<file path="src/rtl/fifo_irq_pkg.sv">
package fifo_irq_pkg;

  localparam int NUM_SRC = 6;

  // status/enable/test bit positions
  localparam int B_TX_THR   = 0;
  localparam int B_RX_THR   = 1;
  localparam int B_TX_EMPTY = 2;
  localparam int B_RX_OVF   = 3;
  localparam int B_FRAME    = 4;
  localparam int B_BREAK    = 5;

  typedef enum logic [1:0] {
    SEL_STATUS = 2'd0,
    SEL_ENABLE = 2'd1,
    SEL_TEST   = 2'd2
  } reg_sel_e;

  // 0 -> 1 entry, n -> 2^(n+1) entries
  function automatic int unsigned thr_entries(logic [1:0] sel);
    int unsigned sh;
    sh = int'(sel) + 1;
    if (sel == 2'd0) return 32'd1;
    return 32'd1 << sh;
  endfunction

endpackage

</file>
<file path="src/rtl/fifo_irq_level_cmp.sv">
module fifo_irq_level_cmp
  import fifo_irq_pkg::*;
#(
  parameter int CNT_W = 6,
  parameter bit BELOW = 1'b1
) (
  input  logic [CNT_W-1:0] level_i,
  input  logic [1:0]       sel_i,
  output logic             cond_o
);

  logic [CNT_W-1:0] thr;
  assign thr = CNT_W'(thr_entries(sel_i));

  generate
    if (BELOW) begin : g_below
      assign cond_o = level_i < thr;
    end else begin : g_at_or_above
      assign cond_o = level_i >= thr;
    end
  endgenerate

endmodule

</file>
<file path="src/rtl/fifo_irq_edge.sv">
module fifo_irq_edge #(
  parameter bit RST_PREV = 1'b0
) (
  input  logic clk_i,
  input  logic rst_ni,
  input  logic cond_i,
  output logic rise_o
);

  logic prev_q;

  always_ff @(posedge clk_i or negedge rst_ni) begin
    if (!rst_ni) prev_q <= RST_PREV;
    else         prev_q <= cond_i;
  end

  assign rise_o = cond_i & ~prev_q;

endmodule

</file>
<file path="src/rtl/fifo_irq_status.sv">
module fifo_irq_status #(
  parameter int N = 6
) (
  input  logic         clk_i,
  input  logic         rst_ni,
  input  logic [N-1:0] set_i,
  input  logic [N-1:0] clr_i,
  input  logic         en_we_i,
  input  logic [N-1:0] en_wdata_i,
  output logic [N-1:0] status_o,
  output logic [N-1:0] enable_o
);

  logic [N-1:0] en_q;

  always_ff @(posedge clk_i or negedge rst_ni) begin
    if (!rst_ni)      en_q <= '0;
    else if (en_we_i) en_q <= en_wdata_i;
  end
  assign enable_o = en_q;

  for (genvar b = 0; b < N; b++) begin : g_bit
    logic st_q;
    always_ff @(posedge clk_i or negedge rst_ni) begin
      if (!rst_ni) st_q <= 1'b0;
      else         st_q <= set_i[b] | (st_q & ~clr_i[b]);
    end
    assign status_o[b] = st_q;

    // a set in the same cycle as a clear leaves the bit high
    a_r10_set_wins: assert property (@(posedge clk_i) disable iff (!rst_ni)
      set_i[b] |=> status_o[b]);
    // a clear with no competing set drops the bit
    a_r7_clear_drops: assert property (@(posedge clk_i) disable iff (!rst_ni)
      (clr_i[b] && !set_i[b]) |=> !status_o[b]);
  end

endmodule

</file>
<file path="src/rtl/fifo_irq_events.sv">
module fifo_irq_events
  import fifo_irq_pkg::*;
#(
  parameter  int FIFO_DEPTH = 32,
  localparam int CNT_W      = $clog2(FIFO_DEPTH) + 1
) (
  input  logic               clk_i,
  input  logic               rst_ni,
  input  logic [CNT_W-1:0]   tx_level_i,
  input  logic [CNT_W-1:0]   rx_level_i,
  input  logic [1:0]         tx_thr_sel_i,
  input  logic [1:0]         rx_thr_sel_i,
  input  logic               rx_wvalid_i,
  input  logic               rx_wready_i,
  input  logic               rx_frame_err_i,
  input  logic               rx_break_err_i,
  input  logic               reg_we_i,
  input  logic [1:0]         reg_addr_i,
  input  logic [NUM_SRC-1:0] reg_wdata_i,
  output logic [NUM_SRC-1:0] reg_rdata_o,
  output logic [NUM_SRC-1:0] irq_o
);

  logic tx_thr_cond, rx_thr_cond, tx_empty_cond;
  logic tx_thr_evt, tx_empty_evt;
  logic [NUM_SRC-1:0] evt, set_vec, clr_vec, status, enable;
  logic wr_status, wr_enable, wr_test;

  fifo_irq_level_cmp #(.CNT_W(CNT_W), .BELOW(1'b1)) u_tx_cmp (
    .level_i (tx_level_i),
    .sel_i   (tx_thr_sel_i),
    .cond_o  (tx_thr_cond)
  );

  fifo_irq_level_cmp #(.CNT_W(CNT_W), .BELOW(1'b0)) u_rx_cmp (
    .level_i (rx_level_i),
    .sel_i   (rx_thr_sel_i),
    .cond_o  (rx_thr_cond)
  );

  assign tx_empty_cond = (tx_level_i == '0);

  // history starts high: an idle queue after reset is not a crossing
  fifo_irq_edge #(.RST_PREV(1'b1)) u_tx_thr_edge (
    .clk_i  (clk_i),
    .rst_ni (rst_ni),
    .cond_i (tx_thr_cond),
    .rise_o (tx_thr_evt)
  );

  // history starts low: an empty queue after reset reports once
  fifo_irq_edge #(.RST_PREV(1'b0)) u_tx_empty_edge (
    .clk_i  (clk_i),
    .rst_ni (rst_ni),
    .cond_i (tx_empty_cond),
    .rise_o (tx_empty_evt)
  );

  always_comb begin
    evt             = '0;
    evt[B_TX_THR]   = tx_thr_evt;
    evt[B_RX_THR]   = rx_thr_cond;
    evt[B_TX_EMPTY] = tx_empty_evt;
    evt[B_RX_OVF]   = rx_wvalid_i & ~rx_wready_i;
    evt[B_FRAME]    = rx_frame_err_i;
    evt[B_BREAK]    = rx_break_err_i;
  end

  assign wr_status = reg_we_i && (reg_addr_i == SEL_STATUS);
  assign wr_enable = reg_we_i && (reg_addr_i == SEL_ENABLE);
  assign wr_test   = reg_we_i && (reg_addr_i == SEL_TEST);

  assign clr_vec = wr_status ? reg_wdata_i : '0;
  assign set_vec = evt | (wr_test ? reg_wdata_i : '0);

  fifo_irq_status #(.N(NUM_SRC)) u_status (
    .clk_i      (clk_i),
    .rst_ni     (rst_ni),
    .set_i      (set_vec),
    .clr_i      (clr_vec),
    .en_we_i    (wr_enable),
    .en_wdata_i (reg_wdata_i),
    .status_o   (status),
    .enable_o   (enable)
  );

  always_comb begin
    unique case (reg_addr_i)
      SEL_STATUS: reg_rdata_o = status;
      SEL_ENABLE: reg_rdata_o = enable;
      default:    reg_rdata_o = '0;
    endcase
  end

  assign irq_o = status & enable;

  // no second threshold event while occupancy stays below
  a_r1_tx_thr_once: assert property (@(posedge clk_i) disable iff (!rst_ni)
    ($past(rst_ni) && $past(tx_thr_cond) && tx_thr_cond) |-> !tx_thr_evt);
  // no second empty event while the queue stays drained
  a_r3_tx_empty_once: assert property (@(posedge clk_i) disable iff (!rst_ni)
    ($past(rst_ni) && $past(tx_level_i) == '0 && tx_level_i == '0) |-> !tx_empty_evt);
  // receive threshold condition lands in the status bit
  a_r4_rx_thr_sets: assert property (@(posedge clk_i) disable iff (!rst_ni)
    rx_thr_cond |=> status[B_RX_THR]);
  // refused receive write lands in the overflow bit
  a_r5_rx_ovf_sets: assert property (@(posedge clk_i) disable iff (!rst_ni)
    (rx_wvalid_i && !rx_wready_i) |=> status[B_RX_OVF]);
  // a masked source never reaches its line
  a_r8_masked_quiet: assert property (@(posedge clk_i) disable iff (!rst_ni)
    (irq_o & ~enable) == '0);

endmodule

</file>
<file path="config.mk">
export PLATFORM = sky130hd
export DESIGN_NAME = fifo_irq_events
export DESIGN_NICKNAME = d
export VERILOG_FILES = /design/src/rtl/fifo_irq_pkg.sv /design/src/rtl/fifo_irq_level_cmp.sv /design/src/rtl/fifo_irq_edge.sv /design/src/rtl/fifo_irq_status.sv /design/src/rtl/fifo_irq_events.sv
export SDC_FILE = /design/constraint.sdc
export NUM_CORES = 1
export LEC_CHECK = 0
export BUFFER_PORTS_ARGS = -buffer_cell sky130_fd_sc_hd__clkbuf_2
export CORE_AREA = 3 3 45 57
export CTS_BUF_LIST = sky130_fd_sc_hd__clkbuf_8
export DETAILED_ROUTE_END_ITERATION = 16
export DIE_AREA = 0 0 48 60
export PLACE_DENSITY_LB_ADDON = 0.12
export SYNTH_ARGS = -nofsm -noshare
export SYNTH_HDL_FRONTEND = slang
export SYNTH_SLANG_ARGS = --single-unit
</file>
<file path="constraint.sdc">
create_clock -name clk_i -period 1.9 [get_ports clk_i]
set_input_delay 0.095 -clock clk_i [delete_from_list [all_inputs] [get_ports clk_i]]
set_output_delay 0.095 -clock clk_i [all_outputs]
set_load 0.01 [all_outputs]
</file>
==> metrics.csv, run 1 <==
metric,value,unit
status,completed,
H-tree depth,1,
Slowest Stage Delay on Critical Path,0.41,ns
GRT overflow,0,
final core occ,64.69,%
DRC,0,
FF-to-FF setup slack,0.92,ns
Layout area overhead,27.81,%
Final HPWL DP,1.719,mm
initial core utilization,50.62,%
Sink Count,14,
largest net degree at the start of global routing,15,
crit-path max FO,4,
crit path cell chain,"clkbuf_2, nor2_1, ha_1, nand2b_1, a2111oi_0, o211ai_1",
async set-reset flop share out of synthesis,100.0,%
syn avg cell area,10.47,µm²
CP Class,input port to flip-flop,
nets@finish,188,
most used flip-flop cell after synthesis,dfrtp_1,
startpoint types,input port,
DIE WIDTH,48,µm
clock-pin slew on the worst setup and hold paths,0.05,ns
crit-path leading delay family,compound AO/OA/AOI/OAI gates,
# IOs,43,
CTS tree,done,
Power Dens Cells,698.2,mW/mm²
FP Rows,18,
WP buf/inv,1,
Crit path arrival time,1.22,ns
GRT Resource Usage Total,16.55,%
CTS root buffer,clkbuf_8,
final setup fails,0,
worst hold path endpoint,u_status.g_bit[5].st_q$_DFF_PN0_,
Detailed Routing Iterations Pass 1,4,
vias after detailed routing,910,
# diodes,0,
hold path depth,2,
register area share after synthesis,34.27,%
most frequent cells in the layout,"clkbuf_2 (42), dfrtp_1 (13), ha_1 (11)",
vias per inst,5.515,
Worst setup EP type,flip-flop,
CTS Buf Count,3,
slowest CP cell,a2111oi_0,
setup TNS,0,ns
Core Area,0.002027,mm²
post-cts sizing count,0,
worst r2r dst,u_status.g_bit[4].st_q$_DFF_PN0_,
top cell type's share of synthesized area,31.71,%
worst min path class,input port to flip-flop,
post-synth top area cell,dfrtp_1,
first-pass GRT wire length,3.408,mm
Netlist Area Pre-Place,0.001026,mm²
maxcap violations,0,
worst r2r src,u_status.g_bit[4].st_q$_DFF_PN0_,
"commonest non-fill, non-tap cell in the layout",clkbuf_2,
worst path required time,2.01,ns
WL/cell,12.52,µm
"Distinct cells, synth",35,
number of global-route vias before repair,833,
clk buf depth,2,
gate count of the mapped netlist,98,
routability cong.,0.7401,
Die H,60,µm
Worst Skew,0.0003003,ns
share of post-route cells with drive strength above 1,40.00,%
antenna violations before repair,0,
Post-synth EDFFs,0,
HP Start,rx_break_err_i,
"flops & latches, synth",14,
Max Fclk,0.8982,GHz
die area,0.002880,mm²
WL final,2.066,mm
minimum clock period,1.113,ns
clock latency on the worst-skew pair,0.24,ns
fillers,189,
Slew Limit Fails,0,
maximum VDD drop,297.1,µV
"antenna viol nets, final",0,
Pleak,0.6808,nW
"Warnings, synthesis",0,
synth top area cells,"dfrtp_1 (32%), ha_1 (13%), mux2i_1 (6.8%)",
unrepaired setup endpoints after global routing,no,
Final Cycle Share,58.60,%
worst reg-to-reg path cell count,2,
Hold WS,0.05492,ns
IO Port Bufs,42,
Final Hold Fails,0,
Initial DRC Count,10,
==> cells in the mapped netlist (all sizes together) (2+ instances only) <==
cell / n
a21boi: 3
a21oi: 2
a311o: 3
and2: 6
buf: 3
dfrtp: 13
ha: 11
inv: 2
mux2: 6
mux2i: 7
nand2: 3
nand2b: 5
nand3: 2
nand3b: 2
nor2: 10
nor2b: 3
nor3: 2
o211ai: 2
==> worst register-to-register path, stage by stage, from the launching register on <==
cell and delay (ns):
dfrtp_1 0.39, a21boi_2 0.16, a311o_1 0.32
==> state kept, by name, summed over array words and instances, names as in the netlist <==
name	count
u_status.enable_o	6
u_status.g_bit.st_q	6
u_tx_thr_edge.prev_q	1
u_tx_empty_edge.prev_q	1
==> logic make-up (layout without fill, tap and decap cells) <==
logic type	count (synthesis)	in the layout	synth area share [%]
AO/OA/AOI/OAI	18	18	14.88
adder cells (fa/ha/maj)	11	11	13.41
buffers and inverters	5	49	3.292
flip-flops	14	14	34.27
multiplexers	13	13	13.41
other	1	4	0.3655
AND/OR/NAND/NOR	36	36	20.37
==> per-stage QoR <==
stage | total power, mW | setup slack (ns) | instance area, µm² | cells
global route | 0.9866 | 0.6616 | 1311 | 165
floorplan | 0.5322 | 0.7395 | 1037 | 101
finish | 0.9155 | 0.7866 | 1311 | 165
CTS | 0.9358 | 0.7736 | 1311 | 165
detailed placement | 0.6418 | 0.5150 | 1246 | 160
global placement | 0.6291 | 0.5769 | 1246 | 160
==> how the worst max path moves through the flow <==
| stage | startpoint | end | slack (ns) | cells after the start |
|---|---|---|---|---|
| 2_1_floorplan | rx_thr_sel_i[1] | u_status.g_bit[1].st_q$_DFF_PN0_ | 0.74 | 5 |
| 3_3_place_gp | rx_thr_sel_i[1] | u_status.g_bit[1].st_q$_DFF_PN0_ | 0.58 | 6 |
| 3_5_place_dp | rx_thr_sel_i[1] | u_status.g_bit[1].st_q$_DFF_PN0_ | 0.51 | 6 |
| 4_1_cts | rx_thr_sel_i[1] | u_status.g_bit[1].st_q$_DFF_PN0_ | 0.77 | 6 |
| 5_1_grt | rx_thr_sel_i[1] | u_status.g_bit[1].st_q$_DFF_PN0_ | 0.66 | 6 |
| 6_report | rx_thr_sel_i[1] | u_status.g_bit[1].st_q$_DFF_PN0_ | 0.79 | 6 |
==> repair_timing <==
action	4_1_cts	5_1_grt
hold endpoints to repair	13	0
hold buffers	1	0
buffers inserted	0	0
==> report_power, final <==
part | switching (mW) | internal (mW) | leakage, nW | total, mW
Sequential | 0.0249 | 0.341 | 0.154 | 0.366
Clock | 0.0995 | 0.183 | 0.0288 | 0.283
Combinational | 0.127 | 0.140 | 0.498 | 0.267
Total | 0.252 | 0.664 | 0.681 | 0.915
==> cell type report <==
class                   instances  area [µm²]  area share, %
inverters                       2       7.507         0.5725
flip-flops and latches         14       351.6          26.81
well taps                      20       25.02          1.908
clock buffers                   4       55.05          4.198
repair buffers                 43       220.2          16.79
multi-input cells              82       651.9          49.71
==> per-layer routing <==
metal  vias to the layer above  track usage, %  part of all wire, %
met1                       423           17.29                   38
met5                         -               0                    0
li1                        451               -                    -
met4                         0           9.231                  2.1
met3                         4           1.807                  6.5
met2                        32           30.06                   53
(Power assumes the default switching activity.)
==> run 2, diff against run 1 <==
CORE_AREA = 3 3 45 58   (was 3 3 45 57)
DIE_AREA = 0 0 48 61   (was 0 0 48 60)
clock period = 1.1 ns   (was 1.9 ns; I/O delays follow)
==> metrics.csv, run 2 (synthesis gave the netlist of run 1 again) <==
metric,value,unit,change
status,completed,,
clock-pin slew on the worst setup and hold paths,0.05,ns,about the same
"antenna viol nets, final",0,,unchanged
"commonest non-fill, non-tap cell in the layout",clkbuf_2,,
worst min path class,input port to flip-flop,,
vias after detailed routing,918,,+0.88%
crit-path max FO,3,,-1
crit path cell chain,"mux2i_1, nor2_1, clkbuf_2",,
Die H,61,µm,+1.7%
IO Port Bufs,42,,unchanged
number of global-route vias before repair,890,,+6.8%
die area,0.002928,mm²,+1.7%
Worst Skew,0.002596,ns,+0.002296 ns
largest net degree at the start of global routing,15,,unchanged
clk buf depth,2,,unchanged
final core occ,63.27,%,-1.4 points
Final Cycle Share,90.31,%,
slowest CP cell,dfrtp_1,,
maximum VDD drop,659.4,µV,+120%
FP Rows,19,,+1
share of post-route cells with drive strength above 1,42.38,%,+2.4 points
Layout area overhead,31.95,%,
worst path required time,1.04,ns,-0.97 ns
crit-path leading delay family,flip-flops,,
DRC,0,,unchanged
WL final,2.106,mm,+1.9%
routability cong.,0.7439,,+0.51%
Max Fclk,1.007,GHz,
# IOs,43,,unchanged
area of the multi-input gates,658.1,µm²,+0.96%
post-cts sizing count,0,,unchanged
WP buf/inv,1,,unchanged
CTS Buf Count,3,,unchanged
startpoint types,flip-flop,,
Final HPWL DP,1.739,mm,+1.2%
Design Power,1.524,mW,+66%
final setup fails,0,,unchanged
vias per inst,5.337,,-3.2%
Slowest Stage Delay on Critical Path,0.38,ns,-0.03 ns
CP Class,flip-flop to primary output,,
CTS tree,done,,
Final Hold Fails,0,,unchanged
GRT Resource Usage Total,16.39,%,-0.16 points
Slew Limit Fails,0,,unchanged
minimum clock period,0.9934,ns,
dpl cells,167,,+4.4%
initial core utilization,47.95,%,-2.7 points
most frequent cells in the layout,"clkbuf_2 (42), dfrtp_1 (13), ha_1 (11)",,
FF+latch area,351.6,µm²,unchanged
first-pass GRT wire length,3.512,mm,+3.1%
nets@finish,194,,+3.2%
Power Dens Cells,1126,mW/mm²,+61%
clock latency on the worst-skew pair,0.24,ns,about the same
unrepaired setup endpoints after global routing,no,,
CTS root buffer,clkbuf_8,,
Initial DRC Count,4,,-6
Pleak,0.7088,nW,+4.1%
Sink Count,14,,unchanged
H-tree depth,1,,unchanged
DIE WIDTH,48,µm,unchanged
Detailed Routing Iterations Pass 1,4,,unchanged
Crit path arrival time,0.94,ns,-0.28 ns
GRT overflow,0,,unchanged
setup TNS,0,ns,unchanged
maxcap violations,0,,unchanged
fillers,202,,+6.9%
Core Area,0.002140,mm²,+5.6%
antenna violations before repair,0,,unchanged
WL/cell,12.24,µm,-2.2%
Worst setup EP type,primary output,,
final std cells w/o fill,172,,+4.2%
# diodes,0,,unchanged
run 2: cell count changes in the layout (fill, tap and decap cells not counted):
cell	previous run	this run
buf_4	0	6
a2111oi_0	1	0
a2111oi_2	0	1
clkbuf_8	4	3
inv_1	2	3
run 2: repair_timing:
action | 4_1_cts | 5_1_grt
hold buffers | 1 | 0
hold endpoints to repair | 13 | 0
setup endpoints to repair | 0 | 1
setup buffers | 0 | 0
run 2: where the power goes:
part,internal (mW),total (mW),switching [mW]
sequential,0.589,0.632,0.0431
clock,0.246,0.410,0.164
combinational,0.258,0.483,0.225
total,1.09,1.52,0.432
run 2: metal layers:
| metal | vias to the layer above | wire length, µm | GRT usage (%) |
|---|---|---|---|
| met5 | - | 0 | 0 |
| met4 | 0 | 25 | 6.923 |
| met3 | 2 | 141 | 2.671 |
| met2 | 35 | 1057 | 28.54 |
| met1 | 418 | 882 | 19.06 |
| li1 | 463 | - | - |
run 2: final cells by class:
type / instances / area share [%]
Multi-Input combinational cell: 82 / 48.61
Inverter: 2 / 0.5545
Tap cell: 21 / 1.941
Clock buffer: 3 / 3.050
Sequential cell: 14 / 25.97
Timing Repair Buffer: 49 / 19.59
Clock inverter: 1 / 0.2773
run 2: worst reg2reg max path, stage by stage (launching register included):
cell and delay, ns:
dfrtp_1 0.38, a21boi_2 0.15, a311o_1 0.32
run 2: worst paths after layout:
kind                       slack (ns)                              from                                to  cells after the start
hold reg to reg                  0.44  u_tx_empty_edge.prev_q$_DFF_PN0_  u_status.g_bit[2].st_q$_DFF_PN0_                      1
setup reg to reg                 0.13  u_status.g_bit[5].st_q$_DFF_PN0_  u_status.g_bit[5].st_q$_DFF_PN0_                      2
hold / removal                   0.02                    rx_frame_err_i  u_status.g_bit[4].st_q$_DFF_PN0_                      2
min in group asynchronous        0.25                            rst_ni  u_status.g_bit[4].st_q$_DFF_PN0_                      2
max in group asynchronous        0.55                            rst_ni    u_tx_thr_edge.prev_q$_DFF_PN1_                      2
setup / recovery                 0.11  u_status.enable_o[4]$_DFFE_PN0P_                    reg_rdata_o[4]                      3
run 2: through the flow:
| step | instance area [µm²] | setup WS [ns] | hold WS (ns) |
|---|---|---|---|
| 2_1_floorplan | 1044 | 0.004771 | -0.2406 |
| 3_3_place_gp | 1299 | -0.1279 | -0.02636 |
| 3_5_place_dp | 1299 | -0.1605 | -0.02110 |
| 4_1_cts | 1354 | 0.07007 | 0.009672 |
| 5_1_grt | 1354 | 0.003757 | 0.01781 |
| 6_report | 1354 | 0.1066 | 0.01524 |
